===== src/rtl/irq_ctrl8.sv =====
module irq_ctrl8 #(
  parameter int NIN = 8
) (
  input  logic           clk,
  input  logic           rst_n,
  input  logic           cs,
  input  logic           wr,
  input  logic           rd,
  input  logic           addr,
  input  logic [7:0]     wdata,
  output logic [7:0]     rdata,
  input  logic [NIN-1:0] req_in,
  input  logic [NIN-1:0] lvl_mode,
  output logic           irq,
  input  logic           ack,
  output logic [7:0]     vec
);
  localparam int IW = (NIN > 1) ? $clog2(NIN) : 1;

  typedef enum logic [2:0] {S_OFF, S_W2, S_W3, S_W4, S_RUN} ist_t;

  ist_t           st;
  logic           want3, want4, rd_isr;
  logic [4:0]     base_hi;
  logic [NIN-1:0] imr, isr, edge_q, prev_q;
  logic [NIN-1:0] irr_eff, pend, isr_nx, edge_nx;
  logic [IW-1:0]  win, isr_top;

  function automatic logic [IW-1:0] low_idx(input logic [NIN-1:0] v);
    low_idx = '0;
    for (int i = NIN - 1; i >= 0; i--)
      if (v[i]) low_idx = IW'(i);
  endfunction

  wire wr_en  = cs & wr;
  wire w_icw1 = wr_en & ~addr & wdata[4];
  wire w_ocw2 = wr_en & ~addr & ~wdata[4] & ~wdata[3];
  wire w_ocw3 = wr_en & ~addr & ~wdata[4] & wdata[3];
  wire w_a1   = wr_en & addr;
  wire run    = (st == S_RUN);
  wire eoi    = w_ocw2 & (wdata[7:5] == 3'b001);

  assign irr_eff = (lvl_mode & req_in) | (~lvl_mode & edge_q);
  assign pend    = irr_eff & ~imr;
  assign win     = low_idx(pend);
  assign isr_top = low_idx(isr);
  assign irq     = run & (|pend) & (~(|isr) | (win < isr_top));

  wire take = ack & irq;

  always_comb begin
    isr_nx = isr;
    if (eoi && (|isr)) isr_nx[isr_top] = 1'b0;
    if (take) isr_nx[win] = 1'b1;
    edge_nx = edge_q | (req_in & ~prev_q);
    if (take) edge_nx[win] = 1'b0;
  end

  always_ff @(posedge clk or negedge rst_n) begin
    if (!rst_n) begin
      st      <= S_OFF;
      want3   <= 1'b0;
      want4   <= 1'b0;
      rd_isr  <= 1'b0;
      base_hi <= '0;
      imr     <= '1;
      isr     <= '0;
      edge_q  <= '0;
      prev_q  <= '0;
      vec     <= '0;
    end else begin
      prev_q <= req_in;
      if (w_icw1) begin
        st     <= S_W2;
        want3  <= ~wdata[1];
        want4  <= wdata[0];
        rd_isr <= 1'b0;
        imr    <= '1;
        isr    <= '0;
        edge_q <= '0;
      end else begin
        edge_q <= edge_nx;
        isr    <= isr_nx;
        if (w_ocw3 && wdata[1]) rd_isr <= wdata[0];
        if (w_a1) begin
          case (st)
            S_W2: begin
              base_hi <= wdata[7:3];
              st <= want3 ? S_W3 : (want4 ? S_W4 : S_RUN);
            end
            S_W3:    st <= want4 ? S_W4 : S_RUN;
            S_W4:    st <= S_RUN;
            S_RUN:   imr <= wdata[NIN-1:0];
            default: st <= st;
          endcase
        end
        if (take) vec <= {base_hi, 3'b000} | 8'(win);
      end
    end
  end

  always_comb begin
    rdata = '0;
    if (cs && rd) begin
      if (addr)        rdata = 8'(imr);
      else if (rd_isr) rdata = 8'(isr);
      else             rdata = 8'(irr_eff);
    end
  end

  AST_INIT_CLEARS: assert property (@(posedge clk) disable iff (!rst_n)
    w_icw1 |=> (imr == '1 && isr == '0 && !irq));
  AST_UNINIT_MASKED: assert property (@(posedge clk) disable iff (!rst_n)
    (st != S_RUN) |-> (imr == '1 && !irq));
  AST_ACK_GROWS_ISR: assert property (@(posedge clk) disable iff (!rst_n)
    (take && !eoi && !w_icw1) |=> ($countones(isr) == $past($countones(isr)) + 1));
  AST_EOI_SHRINKS: assert property (@(posedge clk) disable iff (!rst_n)
    (eoi && (|isr) && !take) |=> ($countones(isr) + 1 == $past($countones(isr))));
  AST_VEC_BASE: assert property (@(posedge clk) disable iff (!rst_n)
    (take && !w_icw1) |=> (vec[7:3] == $past(base_hi)));
  AST_EDGE_CLEARED: assert property (@(posedge clk) disable iff (!rst_n)
    (take && !lvl_mode[win] && !w_icw1) |=> !edge_q[$past(win)]);
endmodule


===== config.mk =====
export PLATFORM = sky130hd
export DESIGN_NAME = irq_ctrl8
export DESIGN_NICKNAME = d
export VERILOG_FILES = /design/src/rtl/irq_ctrl8.sv
export SDC_FILE = /design/constraint.sdc
export NUM_CORES = 1
export LEC_CHECK = 0
export BUFFER_PORTS_ARGS = -buffer_cell sky130_fd_sc_hd__buf_2
export CORE_ASPECT_RATIO = 0.75
export CORE_MARGIN = 1.5
export CORE_UTILIZATION = 58
export CTS_BUF_LIST = sky130_fd_sc_hd__clkbuf_4 sky130_fd_sc_hd__clkbuf_8
export CTS_CLUSTER_DIAMETER = 40
export DETAILED_ROUTE_END_ITERATION = 12
export HOLD_SLACK_MARGIN = 0.02
export PLACE_DENSITY = 0.83
export SYNTH_ARGS = -nofsm -noshare
export SYNTH_HDL_FRONTEND = slang
export SYNTH_SLANG_ARGS = --single-unit

===== constraint.sdc =====
create_clock -name clk -period 2.8 [get_ports clk]
set_input_delay 0 -clock clk [delete_from_list [all_inputs] [get_ports clk]]
set_output_delay 0 -clock clk [all_outputs]
set_load 0.01 [all_outputs]

==> results.ini, run 1 <==
[drt]
firstDrtPassIters=5
drtIter0Drc=369
vias_per_cell=6.160
drcViolationCount=0
wirelength_um=7633
num_vias=2538
post_drt_wl_per_cell_um=18.53
drtAntennaViolNets=0

[worst_setup_path]
slowest_stage=dfrtp_1
cp-end-kind=flop
critPathRequiredTime_ps=3000
critPathMaxStageDelay_ps=410
worstSetupPathType=flop to flop
critical_path.max_fanout=7
worst_ep_arrival_time_ps=2890
cp-start-kind=flop
path_cells=mux2i_2 -> nor2_1 -> buf_4 -> nor2_2 -> o21a_1 -> ha_1 -> o21ai_0 -> a32oi_2 -> a21bo_2 -> nor2b_1 -> buf_4 -> a31o_2
cpMostUsedCell=buf_4

[timing]
final_hold_viol_count=0
setup_viol=0
drv_slew=0
max_slew_margin=0.5007
finalCritPeriodShare=0.9595
fmax_mhz=372.2
final.setup.worst_slack_ps=113.5
skew_ps=15.19
period_needed_ps=2687
tns_ps=0
worstMarginPinSlew_ps=749.0

[power]
leakagePower_nw=1.589
p_per_area_mw_per_mm2=932.9
max-vdd-ir-drop_mv=0.8777
total_power_mw=3.178

[global_routing]
grt_pass1_vias=2336
grt_pass1_wl_um=11340
antenna_found_initial=0
track_usage=0.3130
grt_max_degree=34
gr-total-overflow=0

[status]
status=completed

[cells_and_area]
mostFrequentLayoutCell=buf_2
final_cell_mix=buf_2, dfrtp_1, nand2_1
diodes=0
drive_gt1_frac=0.2958
area.growth.synth_to_final_pct=26.77
design_area_mm2=0.003407
final_cells=412
n_fill_cell=306
nets=387
regArea_mm2=0.001286
multiInputGateArea_mm2=0.001391

[cts]
cts_sinks=51
clk_path_buf_depth=2
path_clk_slew_ps=100
cts_root_buf=clkbuf_8
h-tree-depth=2
cts_tree=built
clk_latency_ps=320
numCtsBuffers=5

[die]
placeableCoreArea_mm2=0.004467
die_area_mm2=0.005055
rows=21
die_h_um=61.95
initial_core_util=0.6017
pin_count=48
fp.dieW_um=81.60

[yosys]
ys_seq_elements=51
yosys.area.top_type=dfrtp_1
synth-compound-area-share=0.1667
yosysWarnings=0
syn_nets=311
synthTopCellsByArea=dfrtp_1, dfstp_2, mux2i_1, nand2_1, mux2_1
syn_inst=278
synth_area_per_cell_um2=9.668
synth_top_family_by_area=simple AND/OR/NAND/NOR gates
asyncSetResetFlopFracSynth=1.000
synth_simple_gate_area_frac=0.1955
synthDistinctLibCells=52
synth_adder_area_share=0.009311
synthXorXnorAreaFrac=0
ys_seq_area_frac=0.4786
synth_ff_type=dfrtp_1
synth_top_area_frac=0.4004
synth.area.mux_share=0.1224
synth_edf_count=0
synth_area_mm2=0.002688

[worst_hold_path]
hold_path.class=input port to flop

[placed_design]
place_hpwl_um=5228
io_buffers=47
place_area_mm2=0.003067
placed_cells=386
pre_cts_ws_ps=-61.66
place_congestion=0.9214

[job]
drv_cap=0

[synth_stat cells, types with 4 or more instances]
library cell   n
and3_1         5
inv_1          7
mux2_1        10
clkbuf_1       9
nand2_1       31
nor2_1        29
nand3_1        6
nor3_1         6
o22ai_1        5
mux2i_1       16
dfrtp_1       43
nand2b_1       4
mux2_2         5
o21ai_0       17
a21oi_1       17
o21a_1         4
o211ai_1       5
dfstp_2        8
nor2b_1       10
[cell type report]
class	instances	area share
repair buffers	81	0.1564
well taps	57	0.02093
clock inverters	2	0.004774
multi-input cells	208	0.4084
inverters	7	0.007712
flip-flops and latches	51	0.3775
clock buffers	6	0.02424
[power by group]
group          internal [mW]  total [mW]  switching (mW)
Clock                  0.202       0.459           0.257
Sequential             0.989        1.18           0.189
Combinational          0.710        1.54           0.831
Total                   1.90        3.18            1.28
[flip-flops by register name, indices dropped and copies added (netlist names), 3 cells and up]
name / cells
st: 3
base_hi: 5
imr: 8
prev_q: 8
edge_q: 8
vec: 8
isr: 8
[per-stage QoR]
stage / hold WS (ps) / utilization
finish: 146.5 / 0.7627
global route: 172.8 / 0.7627
CTS: 141.7 / 0.7487
detailed placement: 92.15 / 0.6866
global placement: 91.46 / 0.6866
floorplan: -295.6 / -
[layer usage]
metal | global-route usage | part of all wire | up-vias | routed length [um]
li1 | - | - | 1143 | -
met3 | 0.07445 | 0.085 | 42 | 651
met2 | 0.4900 | 0.46 | 166 | 3477
met5 | 0 | 0 | - | 0
met1 | 0.4201 | 0.42 | 1187 | 3205
met4 | 0.1453 | 0.039 | 0 | 299
[worst paths after layout]
path                            startpoint         to  slack, ps  cells after the start
max in group asynchronous            rst_n  prev_q[0]       1790                      3
worst min register to register  base_hi[3]     vec[6]        490                      1
worst max register to register   edge_q[0]     isr[2]        110                     12
worst min-delay path                    wr      st[1]        150                      5
min in group asynchronous            rst_n      want4        280                      2
worst max-delay path             edge_q[0]     isr[2]        110                     12
[critical path: cells and delay by family, from the launching register on]
| family | cells | cell delay [ps] |
|---|---|---|
| compound gates | 5 | 1040 |
| flops | 1 | 410 |
| simple gates | 3 | 370 |
| buf+inv | 2 | 340 |
| mux | 1 | 240 |
| fa+ha+maj | 1 | 180 |
[timing repair]
action | CTS | global route
setup buffers | 0 | 1
hold buffers | 17 | 0
hold endpoints to repair | 48 | 0
gates resized for setup | 1 | 12
pin swaps | 0 | 2
endpoints found under the setup margin | 8 | 20
[kinds of logic after synthesis]
logic type                 after synthesis
AOI/OAI and AO/OA                       68
DFF                                     51
muxes                                   31
adders and majority gates                2
and+or+nand+nor                        107
buffers and inverters                   19
Note: power is estimated with default switching activity, not from simulation.
==> inputs of run 2 (changes only) <==
--- a/config.mk
+++ b/config.mk
@@ -14,6 +14,7 @@
 export DETAILED_ROUTE_END_ITERATION = 12
 export HOLD_SLACK_MARGIN = 0.02
 export PLACE_DENSITY = 0.83
+export RECOVER_POWER = 50
 export SYNTH_ARGS = -nofsm -noshare
 export SYNTH_HDL_FRONTEND = slang
 export SYNTH_SLANG_ARGS = --single-unit
==> results.ini, run 2 (same netlist as run 1, synthesis figures left out) <==
[status]
status=complete, but fails checks  ; was completed
violations=max-capacitance violations, max-slew violations

[cells_and_area]
diodes=0  ; unchanged
drive_gt1_frac=0.2423  ; was 0.2958
area.growth.synth_to_final_pct=25.70  ; was 26.77%
nets=387  ; unchanged
final_cell_mix=dfrtp_1, nand2_1, buf_2  ; was buf_2, dfrtp_1, nand2_1
design_area_mm2=0.003378  ; was 0.003407 mm^2
mostFrequentLayoutCell=dfrtp_1  ; was buf_2

[cts]
h-tree-depth=2  ; unchanged
clk_path_buf_depth=2  ; unchanged
path_clk_slew_ps=110  ; was 100 ps
clk_latency_ps=320  ; about the same
cts_root_buf=clkbuf_8  ; unchanged
cts_tree=built  ; unchanged
numCtsBuffers=5  ; unchanged
cts_sinks=51  ; unchanged

[worst_setup_path]
reg2reg_setup_slack_ps=120  ; was 110 ps
cpMostUsedCell=buf_4  ; unchanged
slowest_stage=dfrtp_1  ; unchanged
critPathBufInv=2  ; unchanged
critPathMaxStageDelay_ps=410  ; about the same
cp-start-kind=flop  ; unchanged
r2r-start=edge_q[0]  ; unchanged
r2r_end=isr[2]  ; unchanged
critical_path.max_fanout=7  ; unchanged
r2r_cells=12  ; unchanged
critical-path-top-delay-family=compound AO/OA/AOI/OAI gates  ; unchanged
path_cells=mux2i_2 -> nor2_1 -> buf_4 -> nor2_2 -> o21a_1 -> ha_1 -> o21ai_0 -> a32oi_2 -> a21bo_2 -> nor2b_1 -> buf_4 -> a31o_2  ; unchanged
cp-end-kind=flop  ; unchanged
worstSetupPathType=flop to flop  ; unchanged
critPathRequiredTime_ps=3000  ; about the same
worst_ep_arrival_time_ps=2880  ; was 2890 ps

[timing]
setup_viol=0  ; unchanged
max_slew_margin=-0.1973  ; was 0.5007
worstMarginPinSlew_ps=1796  ; was 749.0 ps
finalCritPeriodShare=0.9581  ; was 0.9595
period_needed_ps=2683  ; was 2687 ps
skew_ps=17.64  ; was 15.19 ps
tns_ps=0  ; unchanged
final.setup.worst_slack_ps=117.3  ; was 113.5 ps
final_hold_viol_count=0  ; unchanged
drv_slew=34  ; was 0
fmax_mhz=372.8  ; was 372.2 MHz

[power]
total_power_mw=3.167  ; was 3.178 mW
max-vdd-ir-drop_mv=0.8742  ; was 0.8777 mV
p_per_area_mw_per_mm2=937.3  ; was 932.9 mW/mm^2
leakagePower_nw=1.527  ; was 1.589 nW

[die]
die_area_mm2=0.005055  ; unchanged
placeableCoreArea_mm2=0.004467  ; unchanged
die_h_um=61.95  ; unchanged
initial_core_util=0.6017  ; unchanged
pin_count=48  ; unchanged
rows=21  ; unchanged
fp.dieW_um=81.60  ; unchanged

[placed_design]
place_hpwl_um=5228  ; unchanged
place_area_mm2=0.003067  ; unchanged
place_congestion=0.9214  ; unchanged
io_buffers=47  ; unchanged
pre_cts_ws_ps=-61.66  ; unchanged

[global_routing]
track_usage=0.3130  ; unchanged
gr-total-overflow=0  ; unchanged
grt_max_degree=34  ; unchanged
grt_pass1_wl_um=11340  ; unchanged
antenna_found_initial=0  ; unchanged
grt_pass1_vias=2336  ; unchanged

[drt]
wirelength_um=7641  ; was 7633 um
drtAntennaViolNets=0  ; unchanged
num_vias=2530  ; was 2538
drtIter0Drc=324  ; was 369
vias_per_cell=6.141  ; was 6.160
drcViolationCount=0  ; unchanged
post_drt_wl_per_cell_um=18.55  ; was 18.53 um
firstDrtPassIters=5  ; unchanged

[job]
drv_cap=1  ; was 0

[worst_hold_path]
whs_path_depth=5  ; unchanged
holdPathEnd=st[1]  ; unchanged
worstHoldStart=wr  ; unchanged
hold_path.class=input port to flop  ; unchanged

==> run 2: changes by cell type in the layout (fill, tap and decap cells not counted), sizes merged <==
cell / change
clkbuf: +20
buf: -20
==> run 2: worst register-to-register path: cells and delay by family, from the launching register on <==
family / cells / cell delay, ps
AO/OA/AOI/OAI: 5 / 1040
buffers and inverters: 2 / 340
multiplexers: 1 / 230
flip-flops: 1 / 410
AND/OR/NAND/NOR: 3 / 360
adder cells (fa/ha/maj): 1 / 180
==> run 2: final cells by class <==
class	count	area (um^2)
multi-input cells	208	1391
clock buffers	6	82.58
clock inverters	2	16.27
inverters	7	26.28
well taps	57	71.32
fillers	318	1089
flip-flops and latches	51	1286
repair buffers	81	504.2
==> run 2: how the worst max path moves through the flow <==
stage	endpoint	startpoint	slack [ps]	cells after the start
after floorplan	vec[0]	edge_q[3]	270	10
after CTS	vec[5]	edge_q[3]	0.2	10
after global placement	vec[5]	edge_q[3]	120	10
final	isr[2]	edge_q[0]	120	12
after global routing	isr[2]	edge_q[0]	-30	12
after detailed placement	vec[5]	edge_q[3]	-60	10
==> run 2: power by group <==
| group | leakage [nW] | internal [mW] | switching [mW] | total (mW) |
|---|---|---|---|---|
| Clock | 0.0474 | 0.202 | 0.259 | 0.461 |
| Combinational | 0.870 | 0.695 | 0.832 | 1.53 |
| Sequential | 0.609 | 0.989 | 0.190 | 1.18 |
==> run 2: per-layer routing <==
| layer | up-vias | share of wire | global-route usage |
|---|---|---|---|
| li1 | 1142 | - | - |
| met1 | 1197 | 0.42 | 0.4201 |
| met2 | 154 | 0.46 | 0.4900 |
| met3 | 37 | 0.085 | 0.07445 |
| met4 | 0 | 0.038 | 0.1453 |
| met5 | - | 0 | 0 |
==> run 2: timing repair <==
| item | in CTS | in global routing |
|---|---|---|
| resized for setup | 1 | 12 |
| endpoints found under the hold margin | 48 | 0 |
| pin swaps | 0 | 2 |
| buffers inserted | 0 | 1 |
| setup endpoints to repair | 8 | 20 |
| hold buffers | 17 | 0 |
==> run 2: metrics by stage <==
stage	util	std cells	hold WS, ps
after CTS	0.7487	411	141.7
final	0.7563	412	147.2
after floorplan	-	278	-295.6
after global routing	0.7563	412	172.8
after detailed placement	0.6866	386	92.15
after global placement	0.6866	386	91.46
